**src/rtl/intr_entry_pkg.sv**
```systemverilog
package intr_entry_pkg;
  localparam int ADDR_W   = 24;
  localparam int SEG_W    = 8;
  localparam int OFF_W    = 16;
  localparam int DATA_W   = 16;
  localparam int HI_LEVEL = 12;
  localparam int N_HI_LVL = 16 - HI_LEVEL;

  typedef enum logic [1:0] {
    BANK_GLOBAL = 2'd0,
    BANK_LOCAL1 = 2'd1,
    BANK_LOCAL2 = 2'd2
  } bank_e;

  typedef struct packed {
    logic             en;
    logic [SEG_W-1:0] seg;
    logic [OFF_W-1:0] off;
    logic [3:0]       lvl;
    logic [2:0]       grp;
  } fast_cfg_t;
endpackage

```
**src/rtl/intr_cfg_regs.sv**
```systemverilog
module intr_cfg_regs
  import intr_entry_pkg::*;
#(
  parameter int NUM_FAST = 2,
  parameter int CFG_AW   = 4
) (
  input  logic                              clk,
  input  logic                              rst_n,
  input  logic                              we,
  input  logic [CFG_AW-1:0]                 addr,
  input  logic [DATA_W-1:0]                 wdata,
  output logic [SEG_W-1:0]                  base_seg,
  output logic [OFF_W-1:0]                  base_off,
  output logic [1:0]                        scale,
  output fast_cfg_t [NUM_FAST-1:0]          fe,
  output logic [N_HI_LVL-1:0][DATA_W-1:0]   bank_map
);
  localparam int A_BOFF = 0;
  localparam int A_BSEG = 1;
  localparam int A_SCL  = 2;
  localparam int A_FE   = 3;
  localparam int A_BANK = A_FE + 3 * NUM_FAST;

  always_ff @(posedge clk or negedge rst_n) begin
    if (!rst_n) begin
      base_seg <= '0;
      base_off <= '0;
      scale    <= '0;
    end else if (we) begin
      if (addr == CFG_AW'(A_BOFF)) base_off <= wdata;
      if (addr == CFG_AW'(A_BSEG)) base_seg <= wdata[SEG_W-1:0];
      if (addr == CFG_AW'(A_SCL))  scale    <= wdata[1:0];
    end
  end

  for (genvar k = 0; k < NUM_FAST; k++) begin : g_fast
    always_ff @(posedge clk or negedge rst_n) begin
      if (!rst_n) begin
        fe[k] <= '0;
      end else if (we) begin
        if (addr == CFG_AW'(A_FE + 3*k)) begin
          fe[k].en  <= wdata[15];
          fe[k].seg <= wdata[SEG_W-1:0];
        end
        if (addr == CFG_AW'(A_FE + 3*k + 1)) fe[k].off <= wdata;
        if (addr == CFG_AW'(A_FE + 3*k + 2)) begin
          fe[k].lvl <= wdata[3:0];
          fe[k].grp <= wdata[6:4];
        end
      end
    end
  end

  for (genvar l = 0; l < N_HI_LVL; l++) begin : g_bank
    always_ff @(posedge clk or negedge rst_n) begin
      if (!rst_n)                                  bank_map[l] <= '0;
      else if (we && addr == CFG_AW'(A_BANK + l))  bank_map[l] <= wdata;
    end
  end
endmodule

```
**src/rtl/intr_addr_calc.sv**
```systemverilog
module intr_addr_calc
  import intr_entry_pkg::*;
#(
  parameter int NUM_FAST = 2,
  parameter int NODE_W   = 7
) (
  input  logic [SEG_W-1:0]                 base_seg,
  input  logic [OFF_W-1:0]                 base_off,
  input  logic [1:0]                       scale,
  input  fast_cfg_t [NUM_FAST-1:0]         fe,
  input  logic [N_HI_LVL-1:0][DATA_W-1:0]  bank_map,
  input  logic [NODE_W-1:0]                req_node,
  input  logic [3:0]                       req_level,
  input  logic [2:0]                       req_group,
  output logic [ADDR_W-1:0]                addr,
  output logic                             fast,
  output bank_e                            bank
);
  localparam int LI_W = (N_HI_LVL > 1) ? $clog2(N_HI_LVL) : 1;

  logic                 hi_lvl;
  logic [NUM_FAST-1:0]  hit;
  logic [ADDR_W-1:0]    tbl_addr;
  logic [ADDR_W-1:0]    fast_addr;
  logic [LI_W-1:0]      lvl_idx;
  logic [1:0]           code;

  assign hi_lvl  = (req_level >= 4'(HI_LEVEL));
  assign lvl_idx = LI_W'(req_level - 4'(HI_LEVEL));

  always_comb begin
    tbl_addr = {base_seg, base_off} + (ADDR_W'(req_node) << (5'(scale) + 5'd2));
  end

  for (genvar k = 0; k < NUM_FAST; k++) begin : g_hit
    assign hit[k] = hi_lvl && fe[k].en && (fe[k].lvl == req_level) && (fe[k].grp == req_group);
  end

  always_comb begin
    fast_addr = '0;
    for (int k = NUM_FAST - 1; k >= 0; k--) begin
      if (hit[k]) fast_addr = {fe[k].seg, fe[k].off};
    end
    fast = |hit;
    addr = fast ? fast_addr : tbl_addr;
  end

  always_comb begin
    code = bank_map[lvl_idx][{req_group, 1'b0} +: 2];
    bank = BANK_GLOBAL;
    if (hi_lvl) begin
      case (code)
        2'b10:   bank = BANK_LOCAL1;
        2'b11:   bank = BANK_LOCAL2;
        default: bank = BANK_GLOBAL;
      endcase
    end
  end
endmodule

```
**src/rtl/intr_latency_timer.sv**
```systemverilog
module intr_latency_timer #(
  parameter int LAT_FAST  = 19,
  parameter int LAT_TABLE = 23
) (
  input  logic clk,
  input  logic rst_n,
  input  logic accept,
  input  logic fast,
  output logic busy,
  output logic ready
);
  localparam int CNT_W = $clog2(LAT_TABLE + 1);

  logic [CNT_W-1:0] cnt_q, cnt_d;
  logic             busy_d, ready_d;

  always_comb begin
    cnt_d   = cnt_q;
    busy_d  = busy;
    ready_d = 1'b0;
    if (accept) begin
      busy_d = 1'b1;
      cnt_d  = fast ? CNT_W'(LAT_FAST - 1) : CNT_W'(LAT_TABLE - 1);
    end else if (ready) begin
      busy_d = 1'b0;
    end else if (busy) begin
      if (cnt_q != '0) cnt_d   = cnt_q - 1'b1;
      else             ready_d = 1'b1;
    end
  end

  always_ff @(posedge clk or negedge rst_n) begin
    if (!rst_n) begin
      cnt_q <= '0;
      busy  <= 1'b0;
      ready <= 1'b0;
    end else begin
      cnt_q <= cnt_d;
      busy  <= busy_d;
      ready <= ready_d;
    end
  end

  AST_READY_SINGLE: assert property (@(posedge clk) disable iff (!rst_n)
    ready |=> !ready);
  AST_READY_IN_BUSY: assert property (@(posedge clk) disable iff (!rst_n)
    ready |-> busy);
  AST_BUSY_DROPS: assert property (@(posedge clk) disable iff (!rst_n)
    ready |=> !busy);
endmodule

```
**src/rtl/intr_entry_gen.sv**
```systemverilog
module intr_entry_gen
  import intr_entry_pkg::*;
#(
  parameter int NUM_FAST  = 2,
  parameter int NODE_W    = 7,
  parameter int CFG_AW    = 4,
  parameter int LAT_FAST  = 19,
  parameter int LAT_TABLE = 23
) (
  input  logic                clk,
  input  logic                rst_n,
  input  logic                cfg_we,
  input  logic [CFG_AW-1:0]   cfg_addr,
  input  logic [15:0]         cfg_wdata,
  input  logic                req_valid,
  input  logic [NODE_W-1:0]   req_node,
  input  logic [3:0]          req_level,
  input  logic [2:0]          req_group,
  output logic                busy,
  output logic                entry_ready,
  output logic [23:0]         entry_addr,
  output logic                entry_fast,
  output logic [1:0]          entry_bank
);
  logic rst_s1, rst_i_n;

  always_ff @(posedge clk or negedge rst_n) begin
    if (!rst_n) begin
      rst_s1  <= 1'b0;
      rst_i_n <= 1'b0;
    end else begin
      rst_s1  <= 1'b1;
      rst_i_n <= rst_s1;
    end
  end

  logic [SEG_W-1:0]                 base_seg;
  logic [OFF_W-1:0]                 base_off;
  logic [1:0]                       scale;
  fast_cfg_t [NUM_FAST-1:0]         fe;
  logic [N_HI_LVL-1:0][DATA_W-1:0]  bank_map;

  intr_cfg_regs #(.NUM_FAST(NUM_FAST), .CFG_AW(CFG_AW)) u_cfg (
    .clk(clk), .rst_n(rst_i_n), .we(cfg_we), .addr(cfg_addr), .wdata(cfg_wdata),
    .base_seg(base_seg), .base_off(base_off), .scale(scale), .fe(fe), .bank_map(bank_map)
  );

  logic [ADDR_W-1:0] calc_addr;
  logic              calc_fast;
  bank_e             calc_bank;

  intr_addr_calc #(.NUM_FAST(NUM_FAST), .NODE_W(NODE_W)) u_calc (
    .base_seg(base_seg), .base_off(base_off), .scale(scale), .fe(fe), .bank_map(bank_map),
    .req_node(req_node), .req_level(req_level), .req_group(req_group),
    .addr(calc_addr), .fast(calc_fast), .bank(calc_bank)
  );

  logic accept;
  assign accept = req_valid && !busy;

  logic [ADDR_W-1:0] addr_d;
  logic              fast_d;
  logic [1:0]        bank_d;

  always_comb begin
    addr_d = entry_addr;
    fast_d = entry_fast;
    bank_d = entry_bank;
    if (accept) begin
      addr_d = calc_addr;
      fast_d = calc_fast;
      bank_d = calc_bank;
    end
  end

  always_ff @(posedge clk or negedge rst_i_n) begin
    if (!rst_i_n) begin
      entry_addr <= '0;
      entry_fast <= 1'b0;
      entry_bank <= '0;
    end else begin
      entry_addr <= addr_d;
      entry_fast <= fast_d;
      entry_bank <= bank_d;
    end
  end

  intr_latency_timer #(.LAT_FAST(LAT_FAST), .LAT_TABLE(LAT_TABLE)) u_timer (
    .clk(clk), .rst_n(rst_i_n), .accept(accept), .fast(calc_fast),
    .busy(busy), .ready(entry_ready)
  );

  // Cycle counter since acceptance, used to check the strobe latency
  logic [7:0] age_q;
  always_ff @(posedge clk or negedge rst_i_n) begin
    if (!rst_i_n)    age_q <= '0;
    else if (accept) age_q <= '0;
    else if (busy)   age_q <= age_q + 8'd1;
  end

  AST_STROBE_LATENCY: assert property (@(posedge clk) disable iff (!rst_i_n)
    entry_ready |-> (age_q == (entry_fast ? 8'(LAT_FAST) : 8'(LAT_TABLE))));
  AST_HELD_OUTPUTS: assert property (@(posedge clk) disable iff (!rst_i_n)
    (busy && !entry_ready) |=> ($stable(entry_addr) && $stable(entry_fast) && $stable(entry_bank)));
  AST_LOW_LEVEL_PLAIN: assert property (@(posedge clk) disable iff (!rst_i_n)
    (accept && req_level < 4'(HI_LEVEL)) |=> (!entry_fast && entry_bank == 2'd0));
  AST_BANK_CODE: assert property (@(posedge clk) disable iff (!rst_i_n)
    entry_bank != 2'b11);
  AST_BUSY_IGNORES: assert property (@(posedge clk) disable iff (!rst_i_n)
    (req_valid && busy && !entry_ready) |=> busy);
endmodule

```
**config.mk**
```make
export PLATFORM = sky130hd
export DESIGN_NAME = intr_entry_gen
export DESIGN_NICKNAME = d
export VERILOG_FILES = /design/src/rtl/intr_entry_pkg.sv /design/src/rtl/intr_cfg_regs.sv /design/src/rtl/intr_addr_calc.sv /design/src/rtl/intr_latency_timer.sv /design/src/rtl/intr_entry_gen.sv
export SDC_FILE = /design/constraint.sdc
export NUM_CORES = 1
export LEC_CHECK = 0
export BUFFER_PORTS_ARGS = -buffer_cell sky130_fd_sc_hd__buf_4
export CAP_MARGIN = 20
export CELL_PAD_IN_SITES_DETAIL_PLACEMENT = 2
export CELL_PAD_IN_SITES_GLOBAL_PLACEMENT = 2
export CORE_MARGIN = 2
export CORE_UTILIZATION = 45
export DETAILED_ROUTE_END_ITERATION = 12
export PLACE_DENSITY = 0.88
export SLEW_MARGIN = 20
export SYNTH_ARGS = -nofsm -noshare
export SYNTH_HDL_FRONTEND = slang
export SYNTH_SLANG_ARGS = --single-unit
```
**constraint.sdc**
```tcl
create_clock -name clk -period 9.6 [get_ports clk]
set_input_delay 0.96 -clock clk [delete_from_list [all_inputs] [get_ports clk]]
set_output_delay 0.96 -clock clk [all_outputs]
set_load 0.05 [all_outputs]
```
==> results_dict.tcl <==
set metrics [dict create \
    synth_ff_type "dfrtp_1" \
    max_freq_ghz 0.290 \
    die-area_um2 21300 \
    status "finished clean" \
    period_share_pct 35.9 \
    cts_setup_buffers 0 \
    start_kind "primary input" \
    maxSlewHeadroom_pct 27.5 \
    yosysUniqueCellTypes 52 \
    slowest_stage "nand3b_1" \
    io_pins 67 \
    synth.largest_area_cell "dfrtp_1" \
    die_h_um 146 \
    irDropWorstVdd_mv 0.148 \
    final_area_um2 10400 \
    p_leak_nw 4.56 \
    hold_violations 0 \
    synth_most_common_cell "dfrtp_1" \
    antenna_cells 0 \
    routed_via_density 5.96 \
    grt_pass1_wl_mm 45.7 \
    core_um2 19700 \
    drc_errors 0 \
    layout_setup_ws_ns 6.16 \
    clkSlewWorstSetupHoldPaths_ns 0.07 \
    period_needed_ns 3.44 \
    postSynthAreaPerCell_um2 12.9 \
    wl_mm 29.0 \
    dr.pass1.iters 4 \
    ctsHoldBuffers 0 \
    yosysTopAreaCellShare_pct 52.4 \
    cts_buffer_depth 2 \
    arrival_ns 3.75 \
    portBuffers 66 \
    syn_inst 704 \
    p_per_area_nw_per_um2 281 \
    first_global_vias 7314 \
    place.gp.congestion 0.807 \
    htreeDepth 4 \
    numCtsBuffers 17 \
    slowest_delay_ns 0.65 \
    antenna_found_initial 0 \
    post_dp_cell_area_um2 9800 \
    maxCapViolCount 0 \
    path_common_cell "buf_4" \
    rsz0062_at_grt "false" \
    ctsResizeCount 0 \
    hpwl_mm 18.9 \
    async_flop_share_pct 100 \
    rows 51 \
    worstSetupPathType "primary input to flop" \
    cts.sinks 190 \
    post_drt_wl_per_cell_um 28.0 \
    ant_nets 0 \
    whs_ns 0.285 \
    drive_gt1_share_pct 37.0 \
    tritoncts "built" \
    vias 6190 \
    syn_to_final_growth_pct 14.7 \
    path_max_fanout 26 \
    setup_tns_ns 0 \
    first_iter_violations 342 \
    synthTopCellsByArea "dfrtp_1 (52%), mux2_2 (19%), mux4_2 (4.7%), ha_1 (2.2%), mux2i_1 (2.0%)" \
    die_w_um 146 \
    end_kind "flop" \
    grtUsageTotal_pct 28.4 \
    syn-cell-area_um2 9070 \
    fillCellCount 1898 \
    synth_edf_count 0 \
    dp_slack_ns 5.53 \
    grt-ovfl-total 0 \
    clk_latency_ns 0.45 \
    grt_max_degree 81 \
    ctsRootBufferMaster "clkbuf_16" \
    hp-class "primary input to async pin" \
    synth_seq_cells 190 \
    fin_nets 815 \
    yosys_warnings 0 \
    slew_viol_final 0 \
    clock_skew_ns 0.0172 \
    setup_violations 0 \
    cp_data_required_time_ns 9.91 \
    worstMarginPinSlew_ns 1.09 \
    worstPathCellList "buf_4 -> xor2_1 -> or4_4 -> nor4_4 -> buf_4 -> nand3b_1 -> buf_6 -> nor3b_1 -> a21oi_1 -> o21ai_0" \
    seq_area_frac_synth_pct 52.4 \
    synth_commonest_cells "dfrtp_1 (190), mux2_2 (154), nand2_1 (34)" \
    initial_core_util_pct 46.2 \
]
[final timing paths]
kind                                start        endpoint  slack, ns  cells after the start
min in group clk                   rst_s1         rst_i_n       0.36                      0
max in group asynchronous         rst_i_n    u_cfg.fe[13]       7.31                      2
hold reg to reg                    rst_s1         rst_i_n       0.36                      0
setup reg to reg           u_cfg.scale[0]  entry_addr[23]       6.30                     10
setup / recovery             req_level[0]   entry_addr[5]       6.16                     10
hold / removal                      rst_n          rst_s1       0.29                      1
[area by class of cell]
cell class	instances	area, µm²	share of cell area (%)
clock buffer	17	425	4.09
sequential	190	4760	45.7
timing repair buffer	72	548	5.27
inverter	15	56.3	0.541
tap	265	332	3.19
multi-input combinational	464	4120	39.6
clock inverter	15	164	1.57
[state kept, by name (all words and copies together), names as in the netlist, 2 cells and up]
signal and cells:
u_cfg.bank_map 64, entry_bank 2, u_cfg.base_seg 8, u_cfg.base_off 16, u_cfg.scale 2, u_cfg.fe 64, entry_addr 24, u_timer.cnt_q 5
[cells by family (layout without fill, tap and decap cells)]
family | Yosys count | in the layout | synth area share (%)
AOI/OAI and AO/OA | 101 | 101 | 7.45
and+or+nand+nor | 121 | 121 | 6.65
xor gates and xnor gates | 28 | 28 | 2.70
muxes | 191 | 191 | 25.8
other | 2 | 6 | 0.0828
adders and majority gates | 17 | 17 | 2.43
DFF | 190 | 190 | 52.4
buffers and inverters | 54 | 119 | 2.47
[worst max-delay path: cells and delay by family]
| family | cells | cell delay (ns) |
|---|---|---|
| AOI/OAI and AO/OA | 2 | 0.24 |
| and+or+nand+nor | 4 | 1.42 |
| buffers and inverters | 3 | 0.96 |
| xor gates and xnor gates | 1 | 0.14 |
[cells in the final DEF, fill, tap and decap left out, types with 8 or more instances in the layout]
cell	n
dfrtp_1	189
nor2_1	29
xnor2_1	9
a21oi_1	20
nand2_1	34
nor3_1	8
xor2_1	19
buf_4	70
o21ai_0	19
nand3_1	9
o22ai_1	13
mux2_2	154
ha_1	16
inv_1	14
clkbuf_16	17
a221oi_1	14
mux2i_1	18
mux4_2	19
[layer usage]
layer	vias to the layer above	wire, µm	track usage (%)
met4	0	816	9.71
met1	3307	11800	34.9
met5	-	0	0
li1	2675	-	-
met3	58	1080	4.86
met2	150	15400	50.9
[metrics by stage]
step	util (%)	cells	power (W)
5_1_grt	53.0	1038	0.00306
3_5_place_dp	49.9	1005	0.00217
4_1_cts	52.9	1037	0.00294
6_report	53.0	1038	0.00292
2_1_floorplan	-	708	0.00183
3_3_place_gp	49.9	1005	0.00207
[where the power goes]
part           total [W]  switching (W)  internal [W]
clock network   0.000724       0.000336      0.000387
logic           0.000992       0.000594      0.000398
registers        0.00120       0.000183       0.00102
total            0.00292        0.00111       0.00181
No activity file was read; power rests on OpenSTA's default activity.
